### src/rtl/chg_pkg.sv
package chg_pkg;

  typedef enum logic [3:0] {
    ST_OFF      = 4'd0,
    ST_PREQ     = 4'd1,
    ST_CC       = 4'd2,
    ST_CC_T     = 4'd3,
    ST_CV       = 4'd4,
    ST_CV_T     = 4'd5,
    ST_TOP      = 4'd6,
    ST_TOP_T    = 4'd7,
    ST_DONE     = 4'd8,
    ST_DONE_T   = 4'd9,
    ST_PQ_FLT   = 4'd10,
    ST_FC_FLT   = 4'd11,
    ST_TEMP_FLT = 4'd12
  } chgState_e;

  // strobes from the control to the timer datapath
  typedef struct packed {
    logic holdClear;
    logic runPq;
    logic runFast;
    logic runTop;
  } tmrCtl_t;

  localparam logic [2:0] ZONE_COLD = 3'd1;
  localparam logic [2:0] ZONE_COOL = 3'd2;
  localparam logic [2:0] ZONE_WARM = 3'd3;
  localparam logic [2:0] ZONE_HOT  = 3'd4;

endpackage

### src/rtl/chg_min_counter.sv
module chg_min_counter #(
  parameter int CNT_W = 9
) (
  input  logic             clk,
  input  logic             rstN,
  input  logic             clear,
  input  logic             run,
  input  logic             tick,
  input  logic [CNT_W-1:0] limit,
  output logic             reached
);
  logic [CNT_W-1:0] count;

  always_ff @(posedge clk or negedge rstN) begin
    if (!rstN)                         count <= '0;
    else if (clear)                    count <= '0;
    else if (run && tick && !reached)  count <= count + 1'b1;
  end

  assign reached = (count >= limit);

  // a counter that is not running keeps its value
  p_hold_when_idle_r10: assert property (@(posedge clk) disable iff (!rstN)
    (!clear && !run) |=> $stable(count));

  // clearing returns the count to zero
  p_clear_zero_r2: assert property (@(posedge clk) disable iff (!rstN)
    clear |=> (count == '0));

endmodule

### src/rtl/chg_timer_dp.sv
module chg_timer_dp
  import chg_pkg::*;
#(
  parameter int PQ_LIMIT_MIN    = 30,
  parameter int HOUR_MIN        = 60,
  parameter int TOPOFF_STEP_MIN = 5
) (
  input  logic    clk,
  input  logic    rstN,
  input  logic    minuteTick,
  input  tmrCtl_t ctl,
  input  logic [1:0] fastSel,
  input  logic [2:0] topSel,
  output logic    pqDone,
  output logic    fastDone,
  output logic    topDone
);
  localparam int FAST_MAX = 7 * HOUR_MIN;
  localparam int TOP_MAX  = 7 * TOPOFF_STEP_MIN;
  localparam int MAX_A    = (FAST_MAX > TOP_MAX) ? FAST_MAX : TOP_MAX;
  localparam int MAX_LIM  = (MAX_A > PQ_LIMIT_MIN) ? MAX_A : PQ_LIMIT_MIN;
  localparam int CNT_W    = $clog2(MAX_LIM + 1);
  localparam int N_TMR    = 3;

  logic [N_TMR-1:0][CNT_W-1:0] limVec;
  logic [N_TMR-1:0]            runVec;
  logic [N_TMR-1:0]            hitVec;

  always_comb begin
    limVec[0] = CNT_W'(PQ_LIMIT_MIN);
    limVec[1] = CNT_W'((2 * int'(fastSel) + 1) * HOUR_MIN);
    limVec[2] = CNT_W'(int'(topSel) * TOPOFF_STEP_MIN);
    runVec    = {ctl.runTop, ctl.runFast, ctl.runPq};
  end

  for (genvar g = 0; g < N_TMR; g++) begin : g_tmr
    chg_min_counter #(.CNT_W(CNT_W)) u_cnt (
      .clk     (clk),
      .rstN    (rstN),
      .clear   (ctl.holdClear),
      .run     (runVec[g]),
      .tick    (minuteTick),
      .limit   (limVec[g]),
      .reached (hitVec[g])
    );
  end

  assign pqDone   = hitVec[0];
  assign fastDone = hitVec[1] && (fastSel != 2'b00);
  assign topDone  = hitVec[2];

  // a disabled fast timer never reports expiry
  p_fast_disabled_r8: assert property (@(posedge clk) disable iff (!rstN)
    (fastSel == 2'b00) |-> !fastDone);

endmodule

### src/rtl/chg_ctrl_fsm.sv
module chg_ctrl_fsm
  import chg_pkg::*;
(
  input  logic       clk,
  input  logic       rstN,
  input  logic       chgEnable,
  input  logic       powerGood,
  input  logic       battAbovePq,
  input  logic       battAtReg,
  input  logic       currBelowTerm,
  input  logic       currBelowCcLow,
  input  logic       supplementMode,
  input  logic [2:0] tempZone,
  input  logic       pqDone,
  input  logic       fastDone,
  input  logic       topDone,
  output tmrCtl_t    tmrCtl,
  output logic [3:0] stateCode,
  output logic       charging,
  output logic       timerSuspended,
  output logic       stateChangePulse
);
  chgState_e state, nxt, resumeSt, resumeNxt;
  logic      modSeen, modSeenNow;
  logic      active, tempBad, tempMod;
  logic      inCc, inCv, inTop, inCharge, suspend;

  function automatic chgState_e withZone(chgState_e base, logic useMod);
    if (useMod && (base == ST_CC || base == ST_CV || base == ST_TOP))
      return chgState_e'(base + 4'd1);
    return base;
  endfunction

  always_comb begin
    active     = chgEnable && powerGood;
    tempBad    = (tempZone == ZONE_COLD) || (tempZone == ZONE_HOT);
    tempMod    = (tempZone == ZONE_COOL) || (tempZone == ZONE_WARM);
    inCc       = (state == ST_CC)  || (state == ST_CC_T);
    inCv       = (state == ST_CV)  || (state == ST_CV_T);
    inTop      = (state == ST_TOP) || (state == ST_TOP_T);
    inCharge   = (state >= ST_PREQ) && (state <= ST_TOP_T);
    modSeenNow = modSeen || (state == ST_CC_T) || (state == ST_CV_T) || (state == ST_TOP_T);
    suspend    = (inCc && currBelowCcLow) || (inCharge && supplementMode) ||
                 (state == ST_TEMP_FLT);
  end

  always_comb begin
    nxt = state;
    if (!active) begin
      nxt = ST_OFF;
    end else begin
      unique case (state)
        ST_OFF:  nxt = tempBad ? ST_TEMP_FLT : ST_PREQ;
        ST_PREQ: begin
          if (tempBad)          nxt = ST_TEMP_FLT;
          else if (pqDone)      nxt = ST_PQ_FLT;
          else if (battAbovePq) nxt = withZone(ST_CC, tempMod);
        end
        ST_CC, ST_CC_T: begin
          if (tempBad)          nxt = ST_TEMP_FLT;
          else if (fastDone)    nxt = ST_FC_FLT;
          else if (battAtReg)   nxt = withZone(ST_CV, tempMod);
          else                  nxt = withZone(ST_CC, tempMod);
        end
        ST_CV, ST_CV_T: begin
          if (tempBad)            nxt = ST_TEMP_FLT;
          else if (fastDone)      nxt = ST_FC_FLT;
          else if (currBelowTerm) nxt = withZone(ST_TOP, tempMod);
          else                    nxt = withZone(ST_CV, tempMod);
        end
        ST_TOP, ST_TOP_T: begin
          if (tempBad)      nxt = ST_TEMP_FLT;
          else if (topDone) nxt = modSeenNow ? ST_DONE_T : ST_DONE;
          else              nxt = withZone(ST_TOP, tempMod);
        end
        ST_DONE, ST_DONE_T: if (tempBad) nxt = ST_TEMP_FLT;
        ST_PQ_FLT, ST_FC_FLT: nxt = state;
        ST_TEMP_FLT: if (!tempBad) nxt = withZone(resumeSt, tempMod);
        default: nxt = ST_OFF;
      endcase
    end
  end

  // phase to resume after a temperature fault, held as its normal variant
  always_comb begin
    resumeNxt = resumeSt;
    if (nxt == ST_TEMP_FLT && state != ST_TEMP_FLT) begin
      if (state == ST_OFF)
        resumeNxt = ST_PREQ;
      else if (state == ST_CC_T || state == ST_CV_T || state == ST_TOP_T)
        resumeNxt = chgState_e'(state - 4'd1);
      else
        resumeNxt = state;
    end
  end

  always_ff @(posedge clk or negedge rstN) begin
    if (!rstN) begin
      state            <= ST_OFF;
      resumeSt         <= ST_PREQ;
      modSeen          <= 1'b0;
      stateChangePulse <= 1'b0;
    end else begin
      state            <= nxt;
      resumeSt         <= resumeNxt;
      modSeen          <= (state == ST_OFF) ? 1'b0 : modSeenNow;
      stateChangePulse <= (nxt != state);
    end
  end

  always_comb begin
    tmrCtl.holdClear = (state == ST_OFF);
    tmrCtl.runPq     = (state == ST_PREQ) && !suspend;
    tmrCtl.runFast   = (inCc || inCv) && !suspend;
    tmrCtl.runTop    = inTop && !suspend;
  end

  assign stateCode      = state;
  assign charging       = inCharge && !supplementMode;
  assign timerSuspended = suspend;

  p_code_range_r1: assert property (@(posedge clk) disable iff (!rstN)
    stateCode < 4'd13);

  p_off_on_loss_r2: assert property (@(posedge clk) disable iff (!rstN)
    !(chgEnable && powerGood) |=> (stateCode == 4'd0));

  p_temp_fault_r9: assert property (@(posedge clk) disable iff (!rstN)
    (chgEnable && powerGood && tempBad && stateCode >= 4'd1 && stateCode <= 4'd9)
      |=> (stateCode == 4'd12));

  p_pq_fault_hold_r7: assert property (@(posedge clk) disable iff (!rstN)
    (stateCode == 4'd10 && chgEnable && powerGood) |=> (stateCode == 4'd10));

  p_pulse_change_r12: assert property (@(posedge clk) disable iff (!rstN)
    stateChangePulse == (stateCode != $past(stateCode)));

  p_charging_r11: assert property (@(posedge clk) disable iff (!rstN)
    charging |-> (!supplementMode && stateCode != 4'd0 && stateCode < 4'd8));

endmodule

### src/rtl/chg_mode_ctrl.sv
module chg_mode_ctrl
  import chg_pkg::*;
#(
  parameter int PQ_LIMIT_MIN    = 30,
  parameter int HOUR_MIN        = 60,
  parameter int TOPOFF_STEP_MIN = 5
) (
  input  logic       clk,
  input  logic       rstN,
  input  logic       chgEnable,
  input  logic       powerGood,
  input  logic       battAbovePq,
  input  logic       battAtReg,
  input  logic       currBelowTerm,
  input  logic       currBelowCcLow,
  input  logic       supplementMode,
  input  logic [2:0] tempZone,
  input  logic [1:0] fastSel,
  input  logic [2:0] topSel,
  input  logic       minuteTick,
  output logic [3:0] stateCode,
  output logic       charging,
  output logic       timerSuspended,
  output logic       stateChangePulse
);
  tmrCtl_t tmrCtl;
  logic    pqDone, fastDone, topDone;

  chg_ctrl_fsm u_ctrl (
    .clk              (clk),
    .rstN             (rstN),
    .chgEnable        (chgEnable),
    .powerGood        (powerGood),
    .battAbovePq      (battAbovePq),
    .battAtReg        (battAtReg),
    .currBelowTerm    (currBelowTerm),
    .currBelowCcLow   (currBelowCcLow),
    .supplementMode   (supplementMode),
    .tempZone         (tempZone),
    .pqDone           (pqDone),
    .fastDone         (fastDone),
    .topDone          (topDone),
    .tmrCtl           (tmrCtl),
    .stateCode        (stateCode),
    .charging         (charging),
    .timerSuspended   (timerSuspended),
    .stateChangePulse (stateChangePulse)
  );

  chg_timer_dp #(
    .PQ_LIMIT_MIN    (PQ_LIMIT_MIN),
    .HOUR_MIN        (HOUR_MIN),
    .TOPOFF_STEP_MIN (TOPOFF_STEP_MIN)
  ) u_tmr (
    .clk        (clk),
    .rstN       (rstN),
    .minuteTick (minuteTick),
    .ctl        (tmrCtl),
    .fastSel    (fastSel),
    .topSel     (topSel),
    .pqDone     (pqDone),
    .fastDone   (fastDone),
    .topDone    (topDone)
  );

endmodule

### config.mk
export PLATFORM = sky130hd
export DESIGN_NAME = chg_mode_ctrl
export DESIGN_NICKNAME = d
export VERILOG_FILES = /design/src/rtl/chg_pkg.sv /design/src/rtl/chg_min_counter.sv /design/src/rtl/chg_timer_dp.sv /design/src/rtl/chg_ctrl_fsm.sv /design/src/rtl/chg_mode_ctrl.sv
export SDC_FILE = /design/constraint.sdc
export NUM_CORES = 1
export LEC_CHECK = 0
export ABC_AREA = 1
export BUFFER_PORTS_ARGS = -buffer_cell sky130_fd_sc_hd__buf_2
export CORE_UTILIZATION = 43
export CTS_BUF_LIST = sky130_fd_sc_hd__clkbuf_8
export DETAILED_ROUTE_END_ITERATION = 7
export PLACE_DENSITY = 0.64
export REMOVE_ABC_BUFFERS = 1
export SYNTH_ARGS = -nofsm -noshare
export SYNTH_HDL_FRONTEND = slang
export SYNTH_SLANG_ARGS = --single-unit
### constraint.sdc
create_clock -name clk -period 3.4 [get_ports clk]
set_clock_uncertainty 0.15 [all_clocks]
set_input_delay 0.68 -clock clk [delete_from_list [all_inputs] [get_ports clk]]
set_output_delay 0.68 -clock clk [all_outputs]
set_load 0.03 [all_outputs]
==> flow_summary.ini, run 1 <==
[power_and_ir_drop]
p_leak_nw = 1.73
ir_drop_uv = 154
cellPowerDensity_mw_per_mm2 = 316
p_total_mw = 1.02

[detailed_routing]
wl_met3_um = 285
drt_pass1_iterations = 8
drc = 2
via_per_inst = 4.99
vias = 2628
wl_mm = 6.51
drtAntennaViolNets = 0
wl_met2_mm = 2.92
wl_per_cell_um = 12.4
wl_met1_mm = 3.21
maxUsedRoutingLayer = met4
drt_iter0_drc = 182

[synth]
synth-edff-count = 0
post_synth.cell_area_avg_um2 = 7.00
synth_cell_types = 37
ys_async_sr_fraction_pct = 100
syn-cell-area_mm2 = 0.00295
ys_seq_elements = 37
netlist_instances = 421
yosys_warnings = 0
synth_seq_area_share_pct = 31.5
synthFlopType = dfrtp_1

[sta]
finalCritPeriodShare_pct = 89.8
rsz0062_at_grt = false
max_freq_mhz = 327
finalWorstSetupSlack_ns = 0.346
worstMarginPinSlew_ns = 0.853
setup_viol = 0
period_minus_slack_ns = 3.05
finalMaxSlewViolations = 0
slew_headroom_pct = 43.1
finalHoldViolCount = 0
final.setup.tns_ns = 0

[finish]
layoutNonFillerInstCount = 527
antennaDiodeCount = 0
final_common_cell = nand2_1
fill_cells = 647
finalCoreUtilization_pct = 49.9
drive_gt1_share_pct = 14.0
mostFrequentLayoutCells = nand2_1, inv_1, nor2_1, nand3_1, dfrtp_1
final_nets = 497
syn_to_final_growth_pct = 10.1

[critical_path]
endpoint_kind = output port
reg2reg_to = u_ctrl.resumeSt[1]
reg2reg_from = u_ctrl.stateCode[0]
worstPathCellList = inv_1 -> ha_1 -> nand2_4 -> o21ai_2 -> inv_2 -> nand2_2 -> nand3_2 -> buf_2
slowest_stage = dfrtp_1
cp.arrival_ns = 2.22
cp.required_ns = 2.57
ff2ff_path_depth = 14
critPathLaunchType = flop
crit_type = flop to output port
slowest_delay_ns = 0.46
r2r_slack_ns = 0.71
cp_max_fo = 18

[die]
io_pins = 25
fp.dieW_um = 84.8
start_util_pct = 45.3
core_area_mm2 = 0.00649
die-area_mm2 = 0.00718
die_h_um = 84.8
rows = 29

[clock_network]
post_cts_buffers = 0
postCtsHoldBufs = 0
clk_latency_ns = 0.29
htreeDepth = 2
cts-buffers-inserted = 5
cts_resized = 0
cts_tree = yes
path_clk_slew_ns = 0.07
clock_sinks = 37
cts_buffer_depth = 2
ctsRootBufferMaster = clkbuf_8

[grt]
grt_max_degree = 38
overflow = 0
antenna_found_initial = 0
grt_usage_pct = 20.1
grt_pass1_wl_mm = 11.4
grt_pass1_vias = 2511

[place]
place_ws_ns = 0.0853
gp_congestion = 0.897
io_buffer_count = 24
hpwl_mm = 5.02
dp_cells = 519

[run_status]
status = finished with violations
violations = design-rule violations

[min_path]
hp-class = input port to asynchronous set/reset pin

[job]
drv_cap = 0
-- layout make-up --
type / instances / area, um2 / area share [%]
timing repair buffer: 25 / 128 / 3.94
clock buffer: 7 / 96.3 / 2.97
clock inverter: 1 / 5.00 / 0.154
tap: 77 / 96.3 / 2.97
sequential: 37 / 927 / 28.6
multi-input combinational: 308 / 1720 / 53.0
inverter: 72 / 272 / 8.37
-- stage by stage --
stage          instance area [um2]  hold slack [ns]
2_1_floorplan                 2920            0.234
3_3_place_gp                  3140            0.322
4_1_cts                       3240            0.347
3_5_place_dp                  3140            0.329
5_1_grt                       3240            0.361
6_report                      3240            0.342
-- worst max-delay path by stage --
stage / from / endpoint / depth (start not counted)
2_1_floorplan: topSel[0] / u_ctrl.resumeSt[1] / 19
3_3_place_gp: topSel[0] / u_ctrl.resumeSt[1] / 20
3_5_place_dp: topSel[0] / u_ctrl.resumeSt[1] / 20
4_1_cts: u_ctrl.stateCode[0] / timerSuspended / 8
5_1_grt: topSel[0] / u_ctrl.resumeSt[1] / 20
6_report: u_ctrl.stateCode[0] / timerSuspended / 8
-- registers in the layout (all words and copies together), names as in the netlist --
register and flops:
u_ctrl.stateCode 4, u_ctrl.stateChangePulse 1, u_tmr.g_tmr.u_cnt.count 27, u_ctrl.modSeen 1
u_ctrl.resumeSt 4
-- power by group --
part / total, mW / internal [mW] / switching, mW
Combinational: 0.220 / 0.0661 / 0.153
Clock: 0.343 / 0.183 / 0.159
Sequential: 0.461 / 0.450 / 0.0113
Total: 1.02 / 0.699 / 0.324
-- metal layers --
metal	global-route usage (%)	vias to the layer above
met4	6.78	0
met2	32.5	44
met1	27.4	1182
li1	-	1394
met5	0	-
met3	3.44	8
-- synth_stat cells (2+ instances only) --
master / number / share of area (%)
nand4_2: 2 / 0.85
nor3_1: 7 / 1.2
inv_1: 66 / 8.4
dfrtp_1: 36 / 31
nand2_1: 103 / 13
nand3b_1: 2 / 0.51
nand3_1: 36 / 6.1
nand2_2: 6 / 1.3
xnor2_1: 2 / 0.59
nand4_1: 6 / 1.3
o31ai_1: 3 / 0.76
nor2_4: 3 / 1.1
xor2_1: 2 / 0.59
nor4_1: 2 / 0.42
nand3_2: 2 / 0.68
ha_1: 30 / 13
nand2_4: 2 / 0.76
nor3_2: 2 / 0.68
a211oi_1: 2 / 0.51
o21ai_2: 2 / 0.59
a21oi_1: 21 / 3.6
a31oi_1: 2 / 0.42
clkinv_1: 2 / 0.25
o21ai_0: 9 / 1.5
nor2_2: 4 / 0.85
inv_2: 3 / 0.38
nor2_1: 54 / 6.9
-- cells by family (layout without fill, tap and decap cells) --
family	count (synthesis)	after routing	share of synthesized area, %
xor+xnor	4	4	1.19
buf+inv	76	105	10.2
flops	37	37	31.5
simple gates	234	234	36.7
compound gates	40	40	7.69
fa+ha+maj	30	30	12.7
-- critical path: cells and delay by family, from the launching register on --
family | cells | cell delay [ns]
fa+ha+maj | 1 | 0.36
flops | 1 | 0.46
buf+inv | 3 | 0.51
compound gates | 1 | 0.23
simple gates | 3 | 0.37
(Power assumes the default switching activity.)
==> run 2: changes to the inputs <==
- BUFFER_PORTS_ARGS: -buffer_cell sky130_fd_sc_hd__buf_2 -> -buffer_cell sky130_fd_sc_hd__buf_4
==> flow_summary.ini, run 2 (synthesis results as in run 1) <==
[critical_path]
reg2reg_from = u_ctrl.stateCode[0]
cp.arrival_ns = 2.22
ff2ff_path_depth = 13
crit_type = flop to output port
endpoint_kind = output port
critPathLaunchType = flop
reg2reg_to = u_tmr.g_tmr[0].u_cnt.count[4]
cp.required_ns = 2.57
cp_max_fo = 18
r2r_slack_ns = 0.75

[finish]
mostFrequentLayoutCells = nand2_1, inv_1, nor2_1, nand3_1, dfrtp_1
largest_reg_flops = 27
antennaDiodeCount = 0
final_common_cell = nand2_1
top_register = u_tmr.g_tmr.u_cnt.count
stdcell_area_mm2 = 0.00330
finalCoreUtilization_pct = 50.9
syn_to_final_growth_pct = 12.1
final_nets = 497
drive_gt1_share_pct = 14.0
largestRegisters = u_tmr.g_tmr.u_cnt.count x27, u_ctrl.resumeSt x4, u_ctrl.stateCode x4

[power_and_ir_drop]
cellPowerDensity_mw_per_mm2 = 313
p_leak_nw = 1.75
ir_drop_uv = 237

[die]
die_h_um = 84.8
core_area_mm2 = 0.00649
start_util_pct = 45.3
io_pins = 25
rows = 29
die-area_mm2 = 0.00718
fp.dieW_um = 84.8

[run_status]
violations = design-rule violations
status = finished with violations

[clock_network]
htreeDepth = 2
postCtsHoldBufs = 0
clk_latency_ns = 0.29
cts_resized = 0
ctsRootBufferMaster = clkbuf_8
cts_tree = yes
clock_sinks = 37
cts_buffer_depth = 2
path_clk_slew_ns = 0.08
cts-buffers-inserted = 5
post_cts_buffers = 0

[sta]
rsz0062_at_grt = false
slew_headroom_pct = 67.3
period_minus_slack_ns = 3.05
worstMarginPinSlew_ns = 0.490
finalHoldViolCount = 0
max_freq_mhz = 328
final.setup.tns_ns = 0
finalCritPeriodShare_pct = 89.7
finalWorstSetupSlack_ns = 0.350
finalMaxSlewViolations = 0
setup_viol = 0

[min_path]
hp-class = input port to asynchronous set/reset pin

[place]
place_area_mm2 = 0.00320
io_buffer_count = 24
hpwl_mm = 5.04
gp_congestion = 0.881
place_ws_ns = 0.128

[job]
drv_cap = 0

[detailed_routing]
vias = 2664
drtAntennaViolNets = 0
drc = 2
drt_pass1_iterations = 8
drt_iter0_drc = 151
wl_per_cell_um = 12.4
via_per_inst = 5.06
wl_mm = 6.54

[grt]
antenna_found_initial = 0
grt_pass1_vias = 2516
grt_pass1_wl_mm = 11.5
grt_max_degree = 38
overflow = 0
grt_usage_pct = 20.2
run 2: cell types whose count changed in the layout (fill, tap and decap cells not counted):
cell   delta
buf_2    -24
buf_4    +24
run 2: worst max path at each step:
stage / from / endpoint / slack, ns / cells past startpoint
5_1_grt: topSel[0] / u_ctrl.resumeSt[2] / 0.08 / 20
4_1_cts: u_ctrl.stateCode[0] / timerSuspended / 0.34 / 8
3_5_place_dp: topSel[0] / u_ctrl.resumeSt[1] / 0.13 / 20
6_report: u_ctrl.stateCode[0] / timerSuspended / 0.35 / 8
2_1_floorplan: topSel[0] / u_ctrl.resumeSt[1] / 0.48 / 19
3_3_place_gp: topSel[0] / u_ctrl.resumeSt[1] / 0.21 / 20
run 2: layout make-up:
class | count | area, um2
inverter | 72 | 272
sequential | 37 | 927
clock buffer | 7 | 96.3
clock inverter | 1 | 5.00
timing repair buffer | 25 | 188
tap | 77 | 96.3
multi-input combinational | 308 | 1720
fill | 689 | 3190
run 2: power breakdown:
| part | total [mW] | switching (mW) | internal, mW |
|---|---|---|---|
| combinational | 0.230 | 0.154 | 0.0764 |
| clock | 0.343 | 0.160 | 0.183 |
| sequential | 0.462 | 0.0121 | 0.450 |
run 2: through the flow:
step                      hold slack [ns]  power, mW  instances
final                               0.195       1.04        527
after global routing                0.237       1.10        527
after detailed placement            0.329      0.702        519
after global placement              0.323      0.696        519
after floorplan                     0.234      0.616        417
after CTS                           0.216       1.05        527
run 2: layer usage:
layer  GRT usage (%)  vias up  part of all wire (%)
li1                -     1394                     -
met1            28.5     1202                    48
met2            31.1       54                    45
met3            3.34       14                   4.5
met4            7.55        0                   2.0
met5               0        -                     0
run 2: critical path, cell delays in order, from the launching register on:
cell and delay, ns:
dfrtp_1 0.47, inv_1 0.26, ha_1 0.35, nand2_4 0.20, o21ai_2 0.24, inv_2 0.05, nand2_2 0.07, nand3_2 0.10
buf_4 0.19
